**src/rtl/useq_pkg.sv**
```systemverilog
package useq_pkg;

    localparam int UPC_W   = 4;
    localparam int OP_W    = 6;
    localparam int ALU_W   = 2;
    localparam int SRCB_W  = 2;
    localparam int REGC_W  = 3;
    localparam int MEMC_W  = 4;
    localparam int PCC_W   = 4;
    localparam int SEQ_W   = 2;
    localparam int WORD_W  = ALU_W + 1 + SRCB_W + REGC_W + MEMC_W + PCC_W + SEQ_W;
    localparam int CTRL_W  = WORD_W - SEQ_W;

    typedef enum logic [UPC_W-1:0] {
        MA_FETCH  = 4'd0,
        MA_DECODE = 4'd1,
        MA_ADDR   = 4'd2,
        MA_LDMEM  = 4'd3,
        MA_LDWB   = 4'd4,
        MA_STMEM  = 4'd5,
        MA_RTEXE  = 4'd6,
        MA_RTWB   = 4'd7,
        MA_BRANCH = 4'd8,
        MA_JUMP   = 4'd9
    } ustate_e;

    typedef enum logic [SEQ_W-1:0] {
        SQ_RETURN = 2'd0,
        SQ_TABLE1 = 2'd1,
        SQ_TABLE2 = 2'd2,
        SQ_STEP   = 2'd3
    } seq_e;

    typedef struct packed {
        logic [ALU_W-1:0]  alu;
        logic              src_a;
        logic [SRCB_W-1:0] src_b;
        logic [REGC_W-1:0] regc;
        logic [MEMC_W-1:0] memc;
        logic [PCC_W-1:0]  pcc;
        seq_e              seq;
    } uword_t;

endpackage

```
**src/rtl/useq_store.sv**
```systemverilog
module useq_store
    import useq_pkg::*;
(
    input  ustate_e addr,
    output uword_t  word
);
    always_comb begin
        unique case (addr)
            MA_FETCH:  word = '{alu: 2'b00, src_a: 1'b0, src_b: 2'b01, regc: 3'b000,
                               memc: 4'b1001, pcc: 4'b1000, seq: SQ_STEP};
            MA_DECODE: word = '{alu: 2'b00, src_a: 1'b0, src_b: 2'b11, regc: 3'b000,
                               memc: 4'b0000, pcc: 4'b0000, seq: SQ_TABLE1};
            MA_ADDR:   word = '{alu: 2'b00, src_a: 1'b1, src_b: 2'b10, regc: 3'b000,
                               memc: 4'b0000, pcc: 4'b0000, seq: SQ_TABLE2};
            MA_LDMEM:  word = '{alu: 2'b00, src_a: 1'b0, src_b: 2'b00, regc: 3'b000,
                               memc: 4'b1010, pcc: 4'b0000, seq: SQ_STEP};
            MA_LDWB:   word = '{alu: 2'b00, src_a: 1'b0, src_b: 2'b00, regc: 3'b110,
                               memc: 4'b0000, pcc: 4'b0000, seq: SQ_RETURN};
            MA_STMEM:  word = '{alu: 2'b00, src_a: 1'b0, src_b: 2'b00, regc: 3'b000,
                               memc: 4'b0110, pcc: 4'b0000, seq: SQ_RETURN};
            MA_RTEXE:  word = '{alu: 2'b10, src_a: 1'b1, src_b: 2'b00, regc: 3'b000,
                               memc: 4'b0000, pcc: 4'b0000, seq: SQ_STEP};
            MA_RTWB:   word = '{alu: 2'b00, src_a: 1'b0, src_b: 2'b00, regc: 3'b101,
                               memc: 4'b0000, pcc: 4'b0000, seq: SQ_RETURN};
            MA_BRANCH: word = '{alu: 2'b01, src_a: 1'b1, src_b: 2'b00, regc: 3'b000,
                               memc: 4'b0000, pcc: 4'b0101, seq: SQ_RETURN};
            MA_JUMP:   word = '{alu: 2'b00, src_a: 1'b0, src_b: 2'b00, regc: 3'b000,
                               memc: 4'b0000, pcc: 4'b1010, seq: SQ_RETURN};
            default:   word = '{alu: 2'b00, src_a: 1'b0, src_b: 2'b00, regc: 3'b000,
                               memc: 4'b0000, pcc: 4'b0000, seq: SQ_RETURN};
        endcase
    end
endmodule

```
**src/rtl/useq_dispatch.sv**
```systemverilog
module useq_dispatch
    import useq_pkg::*;
#(
    parameter int              TABLE_ID = 1,
    parameter logic [OP_W-1:0] OP_LOAD  = 6'h23,
    parameter logic [OP_W-1:0] OP_STORE = 6'h2B,
    parameter logic [OP_W-1:0] OP_ALU   = 6'h00,
    parameter logic [OP_W-1:0] OP_BR    = 6'h04,
    parameter logic [OP_W-1:0] OP_JMP   = 6'h02
) (
    input  logic [OP_W-1:0] opcode,
    output ustate_e         target
);
    generate
        if (TABLE_ID == 1) begin : g_class_table
            always_comb begin
                unique case (opcode)
                    OP_LOAD, OP_STORE: target = MA_ADDR;
                    OP_ALU:            target = MA_RTEXE;
                    OP_BR:             target = MA_BRANCH;
                    OP_JMP:            target = MA_JUMP;
                    default:           target = MA_FETCH;
                endcase
            end
        end else begin : g_mem_table
            always_comb begin
                unique case (opcode)
                    OP_LOAD:  target = MA_LDMEM;
                    OP_STORE: target = MA_STMEM;
                    default:  target = MA_FETCH;
                endcase
            end
        end
    endgenerate
endmodule

```
**src/rtl/useq_next.sv**
```systemverilog
module useq_next
    import useq_pkg::*;
(
    input  ustate_e cur,
    input  seq_e    seq,
    input  ustate_e disp1,
    input  ustate_e disp2,
    output ustate_e nxt
);
    always_comb begin
        unique case (seq)
            SQ_RETURN: nxt = MA_FETCH;
            SQ_TABLE1: nxt = disp1;
            SQ_TABLE2: nxt = disp2;
            SQ_STEP:   nxt = ustate_e'(cur + 4'd1);
            default:   nxt = MA_FETCH;
        endcase
    end
endmodule

```
**src/rtl/useq_ctrl.sv**
```systemverilog
module useq_ctrl
    import useq_pkg::*;
#(
    parameter logic [OP_W-1:0] OP_LOAD  = 6'h23,
    parameter logic [OP_W-1:0] OP_STORE = 6'h2B,
    parameter logic [OP_W-1:0] OP_ALU   = 6'h00,
    parameter logic [OP_W-1:0] OP_BR    = 6'h04,
    parameter logic [OP_W-1:0] OP_JMP   = 6'h02
) (
    input  logic             clk,
    input  logic             rst,
    input  logic [OP_W-1:0]  opcode,
    output logic [UPC_W-1:0] upc_out,
    output logic [1:0]       alu_op,
    output logic             alu_src_a,
    output logic [1:0]       alu_src_b,
    output logic             reg_write,
    output logic             mem_to_reg,
    output logic             reg_dst,
    output logic             mem_read,
    output logic             mem_write,
    output logic             addr_sel,
    output logic             ir_load,
    output logic             pc_load,
    output logic             pc_load_cond,
    output logic [1:0]       pc_sel
);
    ustate_e upc, upc_nxt, t1, t2;
    uword_t  word;

    useq_store u_store (.addr(upc), .word(word));

    useq_dispatch #(.TABLE_ID(1), .OP_LOAD(OP_LOAD), .OP_STORE(OP_STORE),
                    .OP_ALU(OP_ALU), .OP_BR(OP_BR), .OP_JMP(OP_JMP))
        u_tab1 (.opcode(opcode), .target(t1));

    useq_dispatch #(.TABLE_ID(2), .OP_LOAD(OP_LOAD), .OP_STORE(OP_STORE),
                    .OP_ALU(OP_ALU), .OP_BR(OP_BR), .OP_JMP(OP_JMP))
        u_tab2 (.opcode(opcode), .target(t2));

    useq_next u_next (.cur(upc), .seq(word.seq), .disp1(t1), .disp2(t2), .nxt(upc_nxt));

    // state register
    always_ff @(posedge clk) begin
        if (rst) upc <= MA_FETCH;
        else     upc <= upc_nxt;
    end

    // output decode of the current word
    always_comb begin
        upc_out                            = upc;
        alu_op                             = word.alu;
        alu_src_a                          = word.src_a;
        alu_src_b                          = word.src_b;
        {reg_write, mem_to_reg, reg_dst}   = word.regc;
        {mem_read, mem_write, addr_sel, ir_load} = word.memc;
        {pc_load, pc_load_cond, pc_sel}    = word.pcc;
    end

    seq_e cur_seq;
    assign cur_seq = word.seq;

    assert_reset_fetch_R1: assert property (@(posedge clk) disable iff (rst)
        $past(rst) |-> upc == MA_FETCH);

    assert_mem_excl_R2: assert property (@(posedge clk) disable iff (rst)
        $onehot0({mem_read, mem_write}));

    assert_step_R3: assert property (@(posedge clk) disable iff (rst)
        (!$past(rst) && $past(cur_seq) == SQ_STEP) |-> upc_out == $past(upc_out) + 4'd1);

    assert_return_R4: assert property (@(posedge clk) disable iff (rst)
        (!$past(rst) && $past(cur_seq) == SQ_RETURN) |-> upc == MA_FETCH);

    assert_table1_R5: assert property (@(posedge clk) disable iff (rst)
        (!$past(rst) && $past(upc) == MA_DECODE) |->
        upc inside {MA_FETCH, MA_ADDR, MA_RTEXE, MA_BRANCH, MA_JUMP});

    assert_table2_R6: assert property (@(posedge clk) disable iff (rst)
        (!$past(rst) && $past(upc) == MA_ADDR) |->
        upc inside {MA_FETCH, MA_LDMEM, MA_STMEM});

    assert_range_R7: assert property (@(posedge clk) disable iff (rst)
        upc_out <= 4'd9);
endmodule

```
**config.mk**
```make
export PLATFORM = sky130hd
export DESIGN_NAME = useq_ctrl
export DESIGN_NICKNAME = d
export VERILOG_FILES = /design/src/rtl/useq_pkg.sv /design/src/rtl/useq_store.sv /design/src/rtl/useq_dispatch.sv /design/src/rtl/useq_next.sv /design/src/rtl/useq_ctrl.sv
export SDC_FILE = /design/constraint.sdc
export NUM_CORES = 1
export LEC_CHECK = 0
export ABC_AREA = 1
export BUFFER_PORTS_ARGS = -buffer_cell sky130_fd_sc_hd__clkbuf_2
export CAP_MARGIN = 15
export CORE_MARGIN = 5
export CORE_UTILIZATION = 50
export CTS_CLUSTER_SIZE = 12
export DETAILED_ROUTE_END_ITERATION = 16
export PLACE_DENSITY = 0.74
export SYNTH_ARGS = -nofsm -noshare
export SYNTH_HDL_FRONTEND = slang
export SYNTH_SLANG_ARGS = --single-unit
```
**constraint.sdc**
```tcl
create_clock -name clk -period 2.1 [get_ports clk]
set_input_delay 0.21 -clock clk [delete_from_list [all_inputs] [get_ports clk]]
set_output_delay 0.21 -clock clk [all_outputs]
set_load 0.005 [all_outputs]
```
==> results.txt, run 1 <==
Status = complete, no violations
CTS buffer count = 3
Initial Util = 51.0%
Drt pass-1 iters = 4
Postcts setup bufs = 0
Clk Latency, worst-skew pair = 290 ps
Critical path class = flop to flop
Finished Core Util = 60.4%
Highest clock rate = 588 MHz
Worst hold start = rst
H-tree Lvls = 1
Crit Path Max Fanout = 6
Drt wl/cell = 9.57 um
Slowest cell on the critical path = dfxtp_1
Initial detailed-routing violation count = 6
Metal2 WL = 788 um
Yosys top cell area share = 40.8%
Crit-path cells = nand2_1, or2_1, nand2_1, nor2_2, nor2_1, inv_1, ha_1, nand2_1, o21ai_2
Post-route ant nets = 0
Skew final = 5.90 ps
Largest net degree at the start of global routing = 13
Initial antenna violation count = 0
Clock Sinks = 20
Critical Path RT = 2280 ps
Global Route Usage Sum = 14.1%
Syn Nets = 142
Min cycle time layout = 1700 ps
CP max stage delay = 360 ps
Storage cell area = 400 sq um
HPWL after DPL = 1460 um
Clock slew at reported path FFs = 100 ps
Worst Hold Depth = 2
RD Place Congestion = 0.877
Worst Setup End Kind = flop
N_diodes = 0
Layout area overhead = 18.2%
Final Hold Violating Endpoints = 0
Nets = 171
CP startpoint kind = flop
Clock root cell = clkbuf_4
Max Slew Vio Count = 0
CTS tree = done
Synth warn = 0
Wl on met1 = 854 um
Cts repair resizes = 0
Design area = 0.00116 sq mm
MaxCap Viol Count = 0
Register-to-register setup slack = 400 ps
Avg Cell Area, Syn = 7.66 sq um
Max_slew headroom = 77.9%
Setup TNS = 0 ps
CTS max path bufs = 2
Final Cycle Share = 81.0%
Ports = 28
FF-to-FF path depth = 9
Final wirelength = 1750 um
Hold Path End = upc_out[0]$_SDFF_PP0_
Port-buffer cells = 27
GRT overflow = 0
RSZ-0062 raised after global routing = no
DIE WIDTH = 54.3 um
Most frequent CP cell = nand2_1
Std-Cell Rows = 16
Least-Margin Pin Slew = 330 ps
Area used by multi-input combinational logic = 462 sq um
Mapped Area = 981 sq um
DP Area = 0.00112 sq mm
Dominant cell type by area after synthesis = dfxtp_1
PwrDens = 1080 mW/mm^2
Endpoints failing setup = 0
Reg2reg end = u_store.word[15]$_DFF_P_
Core area = 0.00192 sq mm
Highest routed layer = met4
Top area cells in the synthesized netlist = dfxtp_1, nor2_1, nand2_1, inv_1, ha_1
Critical R2R Launch = u_store.word[0]$_SDFF_PP0_
Vias in the first global route = 747
Worst EP arrival = 1880 ps
Fillers = 204
Hold WC Path Type = primary input to flop
Layout cells sized above 1 = 30.8%
Gate Count Post-Synth = 128
Smallest hold slack = 132 ps
Vias = 815
Worst VDD drop = 0.000768 V
Unique masters post-synth = 19
# hold bufs at CTS = 0
Synth Register Bits = 20
DRC = 0
Vias per cell = 4.45
Die Span Y = 54.3 um
Sequential area share after synthesis = 40.8%
Met3 routed WL = 96 um
First-pass GRT wire length = 3060 um
Die area = 0.00295 sq mm
Static leakage = 0.707 nW
==> power breakdown <==
group          leakage [nW]  internal, mW  switching [mW]
logic                 0.522         0.211           0.314
registers             0.164         0.476          0.0433
clock network        0.0210         0.105           0.101
==> critical path: cells and delay by family, from the launching register on <==
family                   cells  cell delay (ps)
AO/OA/AOI/OAI                1               50
buffers and inverters        1               90
adder cells (fa/ha/maj)      1              230
AND/OR/NAND/NOR              6              850
flip-flops                   1              360
==> metrics by stage <==
step / instances / setup slack, ps / total power [mW]
floorplan: 128 / 573 / 0.895
finish: 183 / 399 / 1.25
detailed placement: 179 / 432 / 1.06
CTS: 183 / 402 / 1.27
global route: 183 / 211 / 1.38
global placement: 179 / 494 / 1.04
==> layout make-up <==
| type | instances | area share (%) |
|---|---|---|
| clock buffer | 4 | 3.13 |
| timing repair buffer | 27 | 11.7 |
| multi-input combinational | 81 | 39.8 |
| tap | 27 | 2.91 |
| inverter | 24 | 7.98 |
| sequential | 20 | 34.5 |
==> worst max path at each step <==
stage / start / endpoint / slack (ps) / cells past startpoint
4_1_cts: u_store.word[1]$_SDFF_PP0_ / u_store.word[15]$_DFF_P_ / 400 / 9
2_1_floorplan: upc_out[0]$_SDFF_PP0_ / u_store.word[0]$_SDFF_PP0_ / 570 / 10
3_3_place_gp: u_store.word[1]$_SDFF_PP0_ / u_store.word[4]$_SDFF_PN0_ / 490 / 9
3_5_place_dp: u_store.word[1]$_SDFF_PP0_ / u_store.word[15]$_DFF_P_ / 430 / 9
6_report: u_store.word[0]$_SDFF_PP0_ / u_store.word[15]$_DFF_P_ / 400 / 9
5_1_grt: upc_out[0]$_SDFF_PP0_ / u_store.word[0]$_SDFF_PP0_ / 210 / 10
==> sequential cells by signal, summed over array words and instances (netlist names) <==
name          flops
u_store.word     16
upc_out           4
==> metal layers <==
metal / vias up / track usage (%)
met3: 2 / 5.18
met2: 16 / 22.1
met1: 350 / 18.6
met4: 0 / 2.49
li1: 447 / -
met5: - / 0
==> kinds of logic after synthesis <==
group	Yosys count	share of synthesized area, %
buf+inv	27	12.1
simple gates	73	38.0
fa+ha+maj	6	7.65
compound gates	2	1.40
flops	20	40.8
==> synthesized netlist by cell type <==
cell type,count
inv_4,1
nand2_1,22
or2_1,1
nor2_2,2
nand3b_1,3
o21ai_2,1
buf_4,2
nand3_1,7
nor2_1,23
nand3_2,5
a21oi_1,1
inv_2,2
ha_1,6
nand4_1,4
buf_6,1
nand2_4,3
nand2_2,3
dfxtp_1,20
inv_1,21
==> cells in the final DEF, fill, tap and decap left out <==
master / n
nor2_1: 23
nand2_4: 3
inv_4: 1
or2_1: 1
clkbuf_2: 27
nand2_1: 22
nand2_2: 3
inv_2: 2
ha_1: 6
nand4_1: 4
dfxtp_1: 20
nor2_2: 2
clkbuf_4: 3
nand3b_1: 3
nand3_1: 7
inv_1: 21
o21ai_2: 1
a21oi_1: 1
nand3_2: 5
clkbuf_8: 1
(Power assumes the default switching activity.)
==> inputs of run 2 (changes only) <==
- ABC_AREA: 1 -> 0
- clock period: 2.1 -> 1.65 ns (I/O delays scaled with it)
==> results.txt, run 2 <==
Status = finished with violations (was complete, no violations)
Failing checks = negative setup slack
Max Slew Vio Count = 0 (unchanged)
Initial antenna violation count = 0 (unchanged)
Synth warn = 0 (unchanged)
Post-synthesis mux area share = 4.14% (was 0%)
Layout area overhead = 69.7% (was 18.2%)
DP Area = 0.00135 sq mm (was 0.00112 sq mm)
Total power = 2.69 mW (was 1.25 mW)
Sequential Power Share = 27.1% (was 41.5%)
Worst EP arrival = 2160 ps (was 1880 ps)
Initial detailed-routing violation count = 42 (was 6)
Clock Sinks = 20 (unchanged)
Syn Nets = 108 (was 142)
Gate Count Post-Synth = 94 (was 128)
RD Place Congestion = 0.814 (was 0.877)
Core area = 0.00194 sq mm (was 0.00192 sq mm)
Post-route ant nets = 0 (unchanged)
Clock root cell = clkbuf_4 (unchanged)
Xor-xnor portion of the synthesized cell area = 1.75% (was 0%)
Hold WC Path Type = primary input to flop (unchanged)
Die area = 0.00299 sq mm (was 0.00295 sq mm)
H-tree Lvls = 1 (unchanged)
Nets = 167 (was 171)
Drt pass-1 iters = 4 (unchanged)
Vias in the first global route = 1040 (was 747)
Global Route Usage Sum = 24.3% (was 14.1%)
Highest clock rate = 511 MHz (was 588 MHz)
Clock network power share = 15.0% (was 16.5%)
Die Span Y = 54.7 um (was 54.3 um)
Simple-gate share of the synthesized area = 29.4% (was 38.0%)
Avg Cell Area, Syn = 10.6 sq um (was 7.66 sq um)
Final Hold Violating Endpoints = 0 (unchanged)
Least-Margin Pin Slew = 501 ps (was 330 ps)
First-pass GRT wire length = 5060 um (was 3060 um)
DRC = 0 (unchanged)
Design area = 0.00169 sq mm (was 0.00116 sq mm)
Vias per cell = 5.80 (was 4.45)
Sequential area share after synthesis = 40.1% (was 40.8%)
Ports = 28 (unchanged)
Yosys top cell area share = 40.1% (was 40.8%)
Synth Register Bits = 20 (unchanged)
Synth cell count leaders = dfxtp_1, nor2_1, ha_1, nand3_1 (was nor2_1, nand2_1, inv_1, dfxtp_1, nand3_1)
RSZ-0062 raised after global routing = yes (was no)
CP startpoint kind = flop (unchanged)
N_diodes = 0 (unchanged)
Port-buffer cells = 27 (unchanged)
Mapped Area = 998 sq um (was 981 sq um)
Most common cell after layout, fill and taps aside = clkbuf_2 (unchanged)
CTS max path bufs = 2 (unchanged)
Switching share of power = 36.7% (about the same)
Combinational power share = 57.8% (was 42.0%)
Async set or reset register ratio after synthesis = 0% (unchanged)
Clk Latency, worst-skew pair = 310 ps (was 290 ps)
Main synth FF type = dfxtp_1 (unchanged)
Cell Int Power = 1.71 mW (was 0.792 mW)
HPWL after DPL = 1930 um (was 1460 um)
Endpoints failing setup = 17 (was 0)
Static leakage = 0.774 nW (was 0.707 nW)
Dominant cell type by area after synthesis = dfxtp_1 (unchanged)
Number of flip-flops in the largest register = 16 (unchanged)
Std-Cell Rows = 16 (unchanged)
Largest family of logic cells by synthesized area = simple AND/OR/NAND/NOR gates (unchanged)
Post-synth EDFFs = 0 (unchanged)
Critical Path RT = 1850 ps (was 2280 ps)
DIE WIDTH = 54.7 um (was 54.3 um)
Synth Area in Compound Gates = 11.7% (was 1.40%)
Crit Path Max Fanout = 6 (unchanged)
PwrDens = 1590 mW/mm^2 (was 1080 mW/mm^2)
CTS buffer count = 3 (unchanged)
Initial Util = 51.4% (was 51.0%)
Clock slew at reported path FFs = 120 ps (was 100 ps)
Most frequent cells in the layout = clkbuf_2, buf_4, dfxtp_1, nor2_1, ha_4 (was clkbuf_2, nor2_1, nand2_1, inv_1, dfxtp_1)
Final wirelength = 3610 um (was 1750 um)
Largest net degree at the start of global routing = 13 (unchanged)
Drt wl/cell = 20.2 um (was 9.57 um)
Max_slew headroom = 65.6% (was 77.9%)
GRT overflow = 0 (unchanged)
Min cycle time layout = 1960 ps (was 1700 ps)
Worst Setup End Kind = flop (unchanged)
Skew final = 6.85 ps (was 5.90 ps)
Vias = 1039 (was 815)
Layout cells sized above 1 = 67.1% (was 30.8%)
# hold bufs at CTS = 0 (unchanged)
Final Cycle Share = 119% (was 81.0%)
Worst VDD drop = 0.00129 V (was 0.000768 V)
Post-synthesis adder-cell area fraction = 7.52% (was 7.65%)
Sw Pwr = 0.989 mW (was 0.459 mW)
Unique masters post-synth = 42 (was 19)
CTS tree = done (unchanged)
MaxCap Viol Count = 0 (unchanged)
Critical path class = flop to flop (unchanged)
Top area cells in the synthesized netlist = dfxtp_1, ha_1, mux2i_1, nor2_1, nor4b_2 (was dfxtp_1, nor2_1, nand2_1, inv_1, ha_1)
Top-count cell post-synth = dfxtp_1 (was nor2_1)
Post-route setup slack = -307 ps (was 399 ps)
## run 2: cell types whose count changed after synthesis, sizes merged, moves of 3 or more
cell,before,now
nand2,28,3
inv,24,3
nor2,25,8
nand3,12,5
nand4,4,0
mux2i,0,3
nor3b,0,3
nor4b,0,3
## run 2: kinds of logic after synthesis
family	after synthesis
adder cells (fa/ha/maj)	6
flip-flops	20
AO/OA/AOI/OAI	14
AND/OR/NAND/NOR	40
buffers and inverters	8
multiplexers	4
XOR/XNOR	2
## run 2: through the flow
stage               setup WS, ps  hold slack, ps  util, %  instances  setup TNS [ps]
floorplan                   -324             409        -         94           -1910
global placement            -298             530     69.7        167           -3060
detailed placement          -378             531     69.7        167           -3670
CTS                         -245             203     80.9        175           -2060
global route                -430             220     87.2        179           -5220
finish                      -307             225     87.2        179           -3630
## run 2: area by class of cell
cell class | instances | area [sq um]
Timing Repair inverter | 1 | 6.26
Clock buffer | 3 | 22.5
Sequential cell | 20 | 410
Fill cell | 91 | 248
Clock inverter | 1 | 30.0
Inverter | 3 | 16.3
Tap cell | 27 | 33.8
Multi-Input combinational cell | 66 | 771
Timing Repair Buffer | 58 | 404
## run 2: repair_timing
action / CTS / global route
gates cloned: 0 / 1
gates resized for setup: 25 / 17
buffers inserted: 4 / 4
pin swaps: 5 / 5
endpoints found under the setup margin: 17 / 16
## run 2: per-layer routing
metal | vias to the layer above | track usage (%) | share of wire [%]
li1 | 464 | - | -
met1 | 498 | 26.2 | 37
met2 | 63 | 47.4 | 53
met3 | 14 | 4.36 | 6.8
met4 | 0 | 5.81 | 2.8
met5 | - | 0 | 0
## run 2: critical path, stage by stage (launching register included)
cell	delay, ps
dfxtp_4	400
nor4b_4	280
buf_4	180
nand2_4	50
a31oi_4	270
inv_2	90
buf_4	140
buf_6	120
ha_4	170
nand3_2	70
a21oi_1	70
## run 2: final timing paths
kind	from	end	slack, ps	cells after the start
hold reg to reg	u_store.word[0]$_SDFF_PP0_	upc_out[1]$_SDFF_PP0_	680	2
setup / recovery	u_store.word[1]$_SDFF_PP0_	u_store.word[5]$_DFF_P_	-310	10
hold / removal	opcode[3]	upc_out[1]$_SDFF_PP0_	230	3
setup reg to reg	u_store.word[1]$_SDFF_PP0_	u_store.word[5]$_DFF_P_	-310	10
## run 2: power by group through the flow
stage / Clock [mW] / Combinational [mW] / Sequential (mW)
after floorplan: 0 / 0.611 / 0.689
after global placement: 0 / 0.955 / 0.696
after detailed placement: 0 / 0.989 / 0.704
after CTS: 0.401 / 1.30 / 0.716
after global routing: 0.433 / 1.66 / 0.741
final: 0.406 / 1.56 / 0.732
